### config.mk
export PLATFORM = sky130hd
export DESIGN_NAME = dslope_seq
export DESIGN_NICKNAME = d
export VERILOG_FILES = /design/src/rtl/dslope_pkg.sv /design/src/rtl/dslope_timebase.sv /design/src/rtl/dslope_phase_ctl.sv /design/src/rtl/dslope_result.sv /design/src/rtl/dslope_seq.sv
export SDC_FILE = /design/constraint.sdc
export NUM_CORES = 1
export LEC_CHECK = 0
export CAP_MARGIN = 20
export CORE_MARGIN = 2
export CORE_UTILIZATION = 50
export CTS_CLUSTER_DIAMETER = 60
export DETAILED_ROUTE_END_ITERATION = 8
export GPL_TIMING_DRIVEN = 0
export PLACE_DENSITY = 0.73
export SLEW_MARGIN = 20
export SYNTH_ARGS = -nofsm -noshare
export SYNTH_HDL_FRONTEND = slang
export SYNTH_HIERARCHICAL = 1
export SYNTH_SLANG_ARGS = --single-unit
### constraint.sdc
create_clock -name clk_i -period 2.4 [get_ports clk_i]
set_input_delay 0.48 -clock clk_i [delete_from_list [all_inputs] [get_ports clk_i]]
set_output_delay 0.48 -clock clk_i [all_outputs]
set_load 0.05 [all_outputs]
### src/rtl/dslope_pkg.sv
package dslope_pkg;

    // One-hot phase encoding; the bit of each phase drives its switch group.
    typedef enum logic [3:0] {
        PH_AZ   = 4'b0001,
        PH_INT  = 4'b0010,
        PH_DINT = 4'b0100,
        PH_IZ   = 4'b1000
    } phase_e;

endpackage

### src/rtl/dslope_timebase.sv
module dslope_timebase #(
    parameter int DIV_W = 2
) (
    input  logic clk_i,
    input  logic rst_i,
    input  logic restart_i,
    output logic tick_o
);

    logic [DIV_W-1:0] pre_d, pre_q;

    always_comb begin
        pre_d = pre_q + DIV_W'(1);
        if (restart_i) begin
            pre_d = '0;
        end
    end

    always_ff @(posedge clk_i) begin
        if (rst_i) begin
            pre_q <= '0;
        end else begin
            pre_q <= pre_d;
        end
    end

    // One tick per 2**DIV_W clocks, on the last prescaler state.
    assign tick_o = &pre_q;

endmodule

### src/rtl/dslope_phase_ctl.sv
module dslope_phase_ctl
    import dslope_pkg::*;
#(
    parameter int LOAD_W   = 8,
    parameter int SUB_W    = 8,
    parameter int IZ_TICKS = 256,
    parameter int LOAD_RST = 255,
    localparam int CNT_W   = LOAD_W + SUB_W + 1
) (
    input  logic              clk_i,
    input  logic              rst_i,
    input  logic              tick_i,
    input  logic              cmp_i,
    input  logic              rw_i,
    input  logic [LOAD_W-1:0] load_i,
    output phase_e            phase_o,
    output logic              restart_o,
    output logic              fin_o,
    output logic              fin_ovr_o,
    output logic              fin_sign_o,
    output logic [CNT_W-1:0]  fin_cnt_o
);

    localparam logic [CNT_W-1:0] IZ_LAST = CNT_W'(IZ_TICKS - 1);

    typedef struct packed {
        phase_e            phase;
        logic [CNT_W-1:0]  cnt;
        logic [LOAD_W-1:0] load;
        logic              sign;
        logic              rw;
    } st_t;

    localparam st_t ST_RST = '{
        phase: PH_AZ,
        cnt:   '0,
        load:  LOAD_W'(LOAD_RST),
        sign:  1'b0,
        rw:    1'b1
    };

    st_t              st_d, st_q;
    logic             strobe;
    logic [CNT_W-1:0] ph_last;
    logic [CNT_W-1:0] dint_last;
    logic [CNT_W-1:0] cnt_inc;

    // (256-L)*256-1 and twice that plus one, built from the inverted load value.
    assign ph_last   = {1'b0, ~st_q.load, {SUB_W{1'b1}}};
    assign dint_last = {~st_q.load, {SUB_W{1'b1}}, 1'b1};
    assign cnt_inc   = st_q.cnt + CNT_W'(1);

    always_comb begin
        st_d      = st_q;
        st_d.rw   = rw_i;
        strobe    = rw_i & ~st_q.rw;
        fin_o     = 1'b0;
        fin_ovr_o = 1'b0;
        if (strobe) begin
            st_d.load  = load_i;
            st_d.phase = PH_AZ;
            st_d.cnt   = '0;
        end else if (tick_i) begin
            st_d.cnt = cnt_inc;
            unique case (st_q.phase)
                PH_AZ: begin
                    if (st_q.cnt == ph_last) begin
                        st_d.phase = PH_INT;
                        st_d.cnt   = '0;
                    end
                end
                PH_INT: begin
                    if (st_q.cnt == ph_last) begin
                        st_d.phase = PH_DINT;
                        st_d.cnt   = '0;
                        st_d.sign  = cmp_i;
                    end
                end
                PH_DINT: begin
                    if (cmp_i != st_q.sign) begin
                        fin_o      = 1'b1;
                        st_d.phase = PH_IZ;
                        st_d.cnt   = '0;
                    end else if (st_q.cnt == dint_last) begin
                        fin_o      = 1'b1;
                        fin_ovr_o  = 1'b1;
                        st_d.phase = PH_IZ;
                        st_d.cnt   = '0;
                    end
                end
                PH_IZ: begin
                    if (st_q.cnt == IZ_LAST) begin
                        st_d.phase = PH_AZ;
                        st_d.cnt   = '0;
                    end
                end
                default: begin
                    st_d.phase = PH_AZ;
                    st_d.cnt   = '0;
                end
            endcase
        end
    end

    always_ff @(posedge clk_i) begin
        if (rst_i) begin
            st_q <= ST_RST;
        end else begin
            st_q <= st_d;
        end
    end

    assign phase_o    = st_q.phase;
    assign restart_o  = strobe;
    assign fin_sign_o = st_q.sign;
    assign fin_cnt_o  = st_q.cnt;

endmodule

### src/rtl/dslope_result.sv
module dslope_result #(
    parameter int RES_W = 17
) (
    input  logic             clk_i,
    input  logic             rst_i,
    input  logic             fin_i,
    input  logic             ovr_i,
    input  logic             sign_i,
    input  logic [RES_W-1:0] cnt_i,
    output logic [RES_W-1:0] result_o,
    output logic             sign_o,
    output logic             ovr_o,
    output logic             valid_o
);

    typedef struct packed {
        logic [RES_W-1:0] res;
        logic             sign;
        logic             ovr;
        logic             valid;
    } res_t;

    res_t rs_d, rs_q;

    always_comb begin
        rs_d       = rs_q;
        rs_d.valid = fin_i;
        if (fin_i) begin
            rs_d.res  = ovr_i ? '1 : cnt_i;
            rs_d.sign = sign_i;
            rs_d.ovr  = ovr_i;
        end
    end

    always_ff @(posedge clk_i) begin
        if (rst_i) begin
            rs_q <= '0;
        end else begin
            rs_q <= rs_d;
        end
    end

    assign result_o = rs_q.res;
    assign sign_o   = rs_q.sign;
    assign ovr_o    = rs_q.ovr;
    assign valid_o  = rs_q.valid;

endmodule

### src/rtl/dslope_seq.sv
module dslope_seq
    import dslope_pkg::*;
#(
    parameter int LOAD_W   = 8,
    parameter int SUB_W    = 8,
    parameter int DIV_W    = 2,
    parameter int IZ_TICKS = 256,
    parameter int LOAD_RST = 255,
    localparam int RES_W   = LOAD_W + SUB_W + 1
) (
    input  logic              clk_i,
    input  logic              rst_i,
    input  logic              cmp_i,
    input  logic              rw_i,
    input  logic [LOAD_W-1:0] load_i,
    output logic              az_en_o,
    output logic              int_en_o,
    output logic              dint_en_o,
    output logic              iz_en_o,
    output logic [RES_W-1:0]  result_o,
    output logic              sign_o,
    output logic              ovr_o,
    output logic              eoc_o,
    output logic              valid_o
);

    phase_e           phase;
    logic             tick;
    logic             restart;
    logic             fin;
    logic             fin_ovr;
    logic             fin_sign;
    logic [RES_W-1:0] fin_cnt;

    dslope_timebase #(.DIV_W(DIV_W)) u_tb (
        .clk_i     (clk_i),
        .rst_i     (rst_i),
        .restart_i (restart),
        .tick_o    (tick)
    );

    dslope_phase_ctl #(
        .LOAD_W   (LOAD_W),
        .SUB_W    (SUB_W),
        .IZ_TICKS (IZ_TICKS),
        .LOAD_RST (LOAD_RST)
    ) u_ctl (
        .clk_i      (clk_i),
        .rst_i      (rst_i),
        .tick_i     (tick),
        .cmp_i      (cmp_i),
        .rw_i       (rw_i),
        .load_i     (load_i),
        .phase_o    (phase),
        .restart_o  (restart),
        .fin_o      (fin),
        .fin_ovr_o  (fin_ovr),
        .fin_sign_o (fin_sign),
        .fin_cnt_o  (fin_cnt)
    );

    dslope_result #(.RES_W(RES_W)) u_res (
        .clk_i    (clk_i),
        .rst_i    (rst_i),
        .fin_i    (fin),
        .ovr_i    (fin_ovr),
        .sign_i   (fin_sign),
        .cnt_i    (fin_cnt),
        .result_o (result_o),
        .sign_o   (sign_o),
        .ovr_o    (ovr_o),
        .valid_o  (valid_o)
    );

    assign az_en_o   = (phase == PH_AZ);
    assign int_en_o  = (phase == PH_INT);
    assign dint_en_o = (phase == PH_DINT);
    assign iz_en_o   = (phase == PH_IZ);
    assign eoc_o     = ~az_en_o;

endmodule


== Yosys cells after proc, flatten, opt, wreduce, memory -nomap -nowiden ==
Index checks and enable logic that the tools add are counted.
Word-level totals
  bits in registers: 53
  input bits: 12
  output and inout port bits: 25
  word-level logic and storage cells: 49
Cells by class
  add/sub/neg operators: 2
  eq/ne operators: 12
  mux-type cells: 16
  bitwise logic cells: 5
  reduce and logical (&&, ||, !) cells: 4
Operators by type and width (count)
  $mux W21: 5
  $pmux W21 S4: 1
  $add A17 B1 Y17 const B: 1
  $eq A17 B16 Y1: 1
  $eq A17 B17 Y1: 1
  $eq A17 B8 Y1 const B: 1
  $mux W17: 1
  $mux W1: 9
  $not A8 Y8: 1
  $ne A2 B1 Y1 const B: 3
  $reduce_and A6 Y1: 1
  $reduce_and A5 Y1: 1
  $eq A4 B1 Y1 const B: 1
  $eq A4 B2 Y1 const B: 1
  $eq A4 B3 Y1 const B: 1
  $eq A4 B4 Y1 const B: 1
  $ne A3 B1 Y1 const B: 1
  $not A1 Y1: 3
  $add A2 B1 Y2 const B: 1
  $reduce_and A2 Y1: 1
  $reduce_or A2 Y1: 1
  $and A1 B1 Y1: 1
  $ne A1 B1 Y1: 1

== Longest topological paths before layout ==
  word-level depth: 8
  mapped depth: 9
  mapped depth without buffers: 7

== Cells and area by module ==
Netlist, hierarchy kept.
By module, submodules not included
  dslope_phase_ctl: instances 1, cells an instance 227, area an instance 1871.8 µm²
  dslope_result: instances 1, cells an instance 84, area an instance 839.6 µm²
  dslope_timebase: instances 1, cells an instance 5, area an instance 75.1 µm²
  dslope_seq: instances 1, cells an instance 5, area an instance 45.0 µm²

== Worst setup path after synthesis ==
No wires, ideal clock.
  path kind: register -> output
  start point: reg u_ctl.st_q (netlist bit u_ctl/phase_o[1])
  end point: out int_en_o
  arrival: 2.181 ns
  required time: 1.920 ns
  path slack: -0.261 ns
  stages on the path, launching flop included: 3
  path buffers: 1
  cells stage by stage: dfxtp_1 buf_4 nor4b_1
On the way
  cells in the longest elaborated chain, start to end: 1
Ends and longest elaborated chain
  from (decl): RTL line dslope_phase_ctl.sv:42  | st_t st_d, st_q;
  from (signal assigned): RTL line dslope_phase_ctl.sv:109  | st_q <= st_d;
  $eq A4 B2 Y1: RTL line dslope_seq.sv:76  | assign int_en_o = (phase == PH_INT);
  to (decl): RTL line dslope_seq.sv:17  | output logic int_en_o,
No other way between the ends.

== Final worst setup path ==
  start point: reg u_ctl.st_q (netlist bit u_ctl/fin_cnt_o[0])
  end point: reg u_ctl.st_q (netlist bit u_ctl/phase_o[1])
On the way
  cells in the longest elaborated chain, start to end: 3
  elaborated cells between the ends (all ways): 8
Ends and longest elaborated chain
  $eq A17 B17 Y1 (tied with other cells): RTL line dslope_phase_ctl.sv:84  | end else if (st_q.cnt == dint_last) begin
  $ne A3 B1 Y1 (no line) or $ne A2 B1 Y1 (tied branches)
  $reduce_and A6 Y1 (no line) (*)
Every way passes the cells marked *; elsewhere a longest branch is shown, timed or not.
A chain may end at the register's enable or synchronous reset.

==> metrics <==
outcome completed; drt pass-1 iters 5; WHS Path Cells 1; ys flop type dfxtp_1; R2R Setup Slk 0.07 ns; Via density 5.38; H-tree levels 2; sequential cell area 1060 µm²; Tot Pwr 1.49 mW; worst hold margin 0.447 ns; Synth cell types 50; Total GRT Usage 19.4%; Routed Antenna Nets 0; DIE AREA 6280 µm²; most frequent cell after synthesis dfxtp_1; #FFs+latches synth 53; CP required 2.64 ns; Comb power frac 7.0%; initial antenna violation count 0; CTS clk-pin slew, worst paths around 0.090 ns; Clock Skew 0.00308 ns; core area 5470 µm²; first-pass GRT wire length 9840 µm; cell-internal power 1.15 mW; CP Launch Type flop; cell taking the most area after synthesis dfxtp_1; Seq/Total Area, Yosys a little under two fifths; wire per inst around 13 µm; worst r2r path cells 6; Fin. Hold Viols 0; Synth top cells by count dfxtp_1 (53), nor2_1 (46), buf_4 (23), nand2_1 (17), xor2_1 (13); Fmax 429 MHz; Max Slew Vio Count 0; crit end category flop; clk buf depth 2; CTS tree done; RSZ-0062 raised after global routing true; Clock Latency Late Sink 0.30 ns; layout overhead on the synthesized area 20.6%; DRT Wirelength 5690 µm; number of DRC markers in iteration 0 63; Leak ~1.2 nW; Slew headroom 45.4%; FFs w/ async S/R, synth 0%; number of port buffers 36; final core occ 62.4%; fillcell total roughly 510; placed insts 429; Via Count approximately 2400; TritonCTS Buffers 5; area occupied by multi-input gates 1500 µm²; Hold WC Path Type reg -> reg; # hold bufs at CTS 0; Clk pwr share 32.7%; die width 79.3 µm; Setup TNS Final 0 ns; Crit Path Class reg -> reg; DP HPWL about 4200 µm; largest net degree at the start of global routing 16; Initial Utilization 51.7%; Seq pwr share 60.3%; root buf cell clkbuf_8; crit path time final 2.33 ns; Power Density 437 nW/µm²; Tcrit/Tclk final 97.2%; worst-margin pin slew 0.816 ns; FP Rows 27; Max IR drop VDD 0.289 mV; Synth top area share 37.5%; layout cells sized above 1 23.0%; Sw Ratio 23.2%; crit path DAT 2.57 ns; Synth Net Count 335; total grt overflow 0; NetSw roughly 350 µW; Layout Cells excl Fill about 440; Die Y 79.3 µm; Max FO, Critical Path 7; RD Place Congestion 0.826; # IOs 37; Synth Instances 321; fin nets 379; Post-synth EDFFs 0; Clock Sinks 53; Syn Std Cell Area 2830 µm²; Final setup viols 0; Synth Warn # 6; n_diodes 0; vias in the first global route 2166; synth top area cells dfxtp_1 (37%), buf_4 (6.1%), nor2_1 (6.1%); residual DRC count 0; Max-cap violations 0; Syn Area/Cell between 8 and 9 µm²
## per-stage QoR
stage | worst slack, ns | cell area, µm²
2_1_floorplan | -0.252 | 2840
3_3_place_gp | -0.125 | 3290
3_5_place_dp | -0.153 | 3290
4_1_cts | 0.00925 | 3400
5_1_grt | -0.0580 | 3410
6_report | 0.0683 | 3410
## kinds of logic (layout without fill, tap and decap cells)
kind of cell	Yosys count	count (layout)	share of synthesized area, %
fa+ha+maj	2	2	0.884
buf+inv	48	93	11.1
compound gates	50	50	14.9
xor+xnor	25	25	7.73
mux	4	4	1.46
flops	53	53	37.5
simple gates	139	139	26.4
## routing by layer
layer | track usage, % | wire (µm) | up-vias
met2 | 32.4 | 2670 | 60
li1 | - | - | 1197
met5 | 0 | 0 | -
met3 | 4.20 | 259 | 6
met1 | 25.4 | 2710 | 1094
met4 | 4.83 | 55 | 0
## registers in the layout (all words and copies together), names as in the netlist
name	count
u_ctl/st_q	9
u_res/sign_o	1
u_tb/pre_q	2
u_res/ovr_o	1
u_ctl/fin_cnt_o	17
u_res/valid_o	1
u_ctl/phase_o	4
u_ctl/fin_sign_o	1
u_res/result_o	17
## worst paths after layout
check                                        start                to
worst max-delay path            u_ctl/fin_cnt_o[0]  u_ctl/phase_o[1]
worst min-delay path                 u_tb/pre_q[0]     u_tb/pre_q[0]
worst max register to register  u_ctl/fin_cnt_o[0]  u_ctl/phase_o[1]
worst min register to register       u_tb/pre_q[0]     u_tb/pre_q[0]
## repair_timing
action | CTS | global route
endpoints found under the setup margin | 27 | 33
pin swaps | 1 | 1
setup buffers | 1 | 1
gates resized for setup | 8 | 9
## layout make-up
| class | instances | area share (%) |
|---|---|---|
| Multi-Input combinational cell | 220 | 43.8 |
| Buffer | 42 | 8.61 |
| Clock buffer | 7 | 2.24 |
| Timing Repair Buffer | 38 | 10.8 |
| Inverter | 5 | 0.550 |
| Tap cell | 72 | 2.64 |
| Sequential cell | 53 | 31.1 |
| Clock inverter | 1 | 0.220 |
## cell usage in the layout (no fill, tap or decap), types with 3 or more instances in the layout
cell             Yosys  layout
a211o_1              8       8
a211oi_1             8       8
a211oi_2            10      10
a21oi_1              5       5
buf_2                7       7
buf_4               23      25
buf_6                3       3
clkbuf_1             8       8
clkbuf_8             0       5
clkdlybuf4s50_1      0      31
dfxtp_1             53      51
dlygate4sd2_1        0       5
inv_1                5       5
mux2i_1              3       3
nand2_1             17      17
nand3_1             10       8
nand4_1             11      11
nor2_1              46      46
nor2_2               9       9
nor2b_1             11      11
nor3_1               4       3
nor4_1               8       7
o211ai_1             3       3
o311ai_0             5       3
or2_2                4       4
or4b_1               3       3
xnor2_1             12      12
xor2_1              13      13
## power by group through the flow
stage          clock, mW  sequential (mW)  combinational, mW
6_report           0.488            0.901              0.104
5_1_grt            0.540            0.903              0.115
4_1_cts            0.507            0.901              0.103
3_5_place_dp           0            0.921              0.102
3_3_place_gp           0            0.921              0.101
2_1_floorplan          0            0.919             0.0656
## critical path, stage by stage (launching register included)
cell	delay, ns
dfxtp_2	0.37
ha_1	0.19
nand3_2	0.16
or3_4	0.39
or4b_4	0.57
or4b_1	0.47
o21ai_1	0.12
Power figures use the tool's default switching activity.
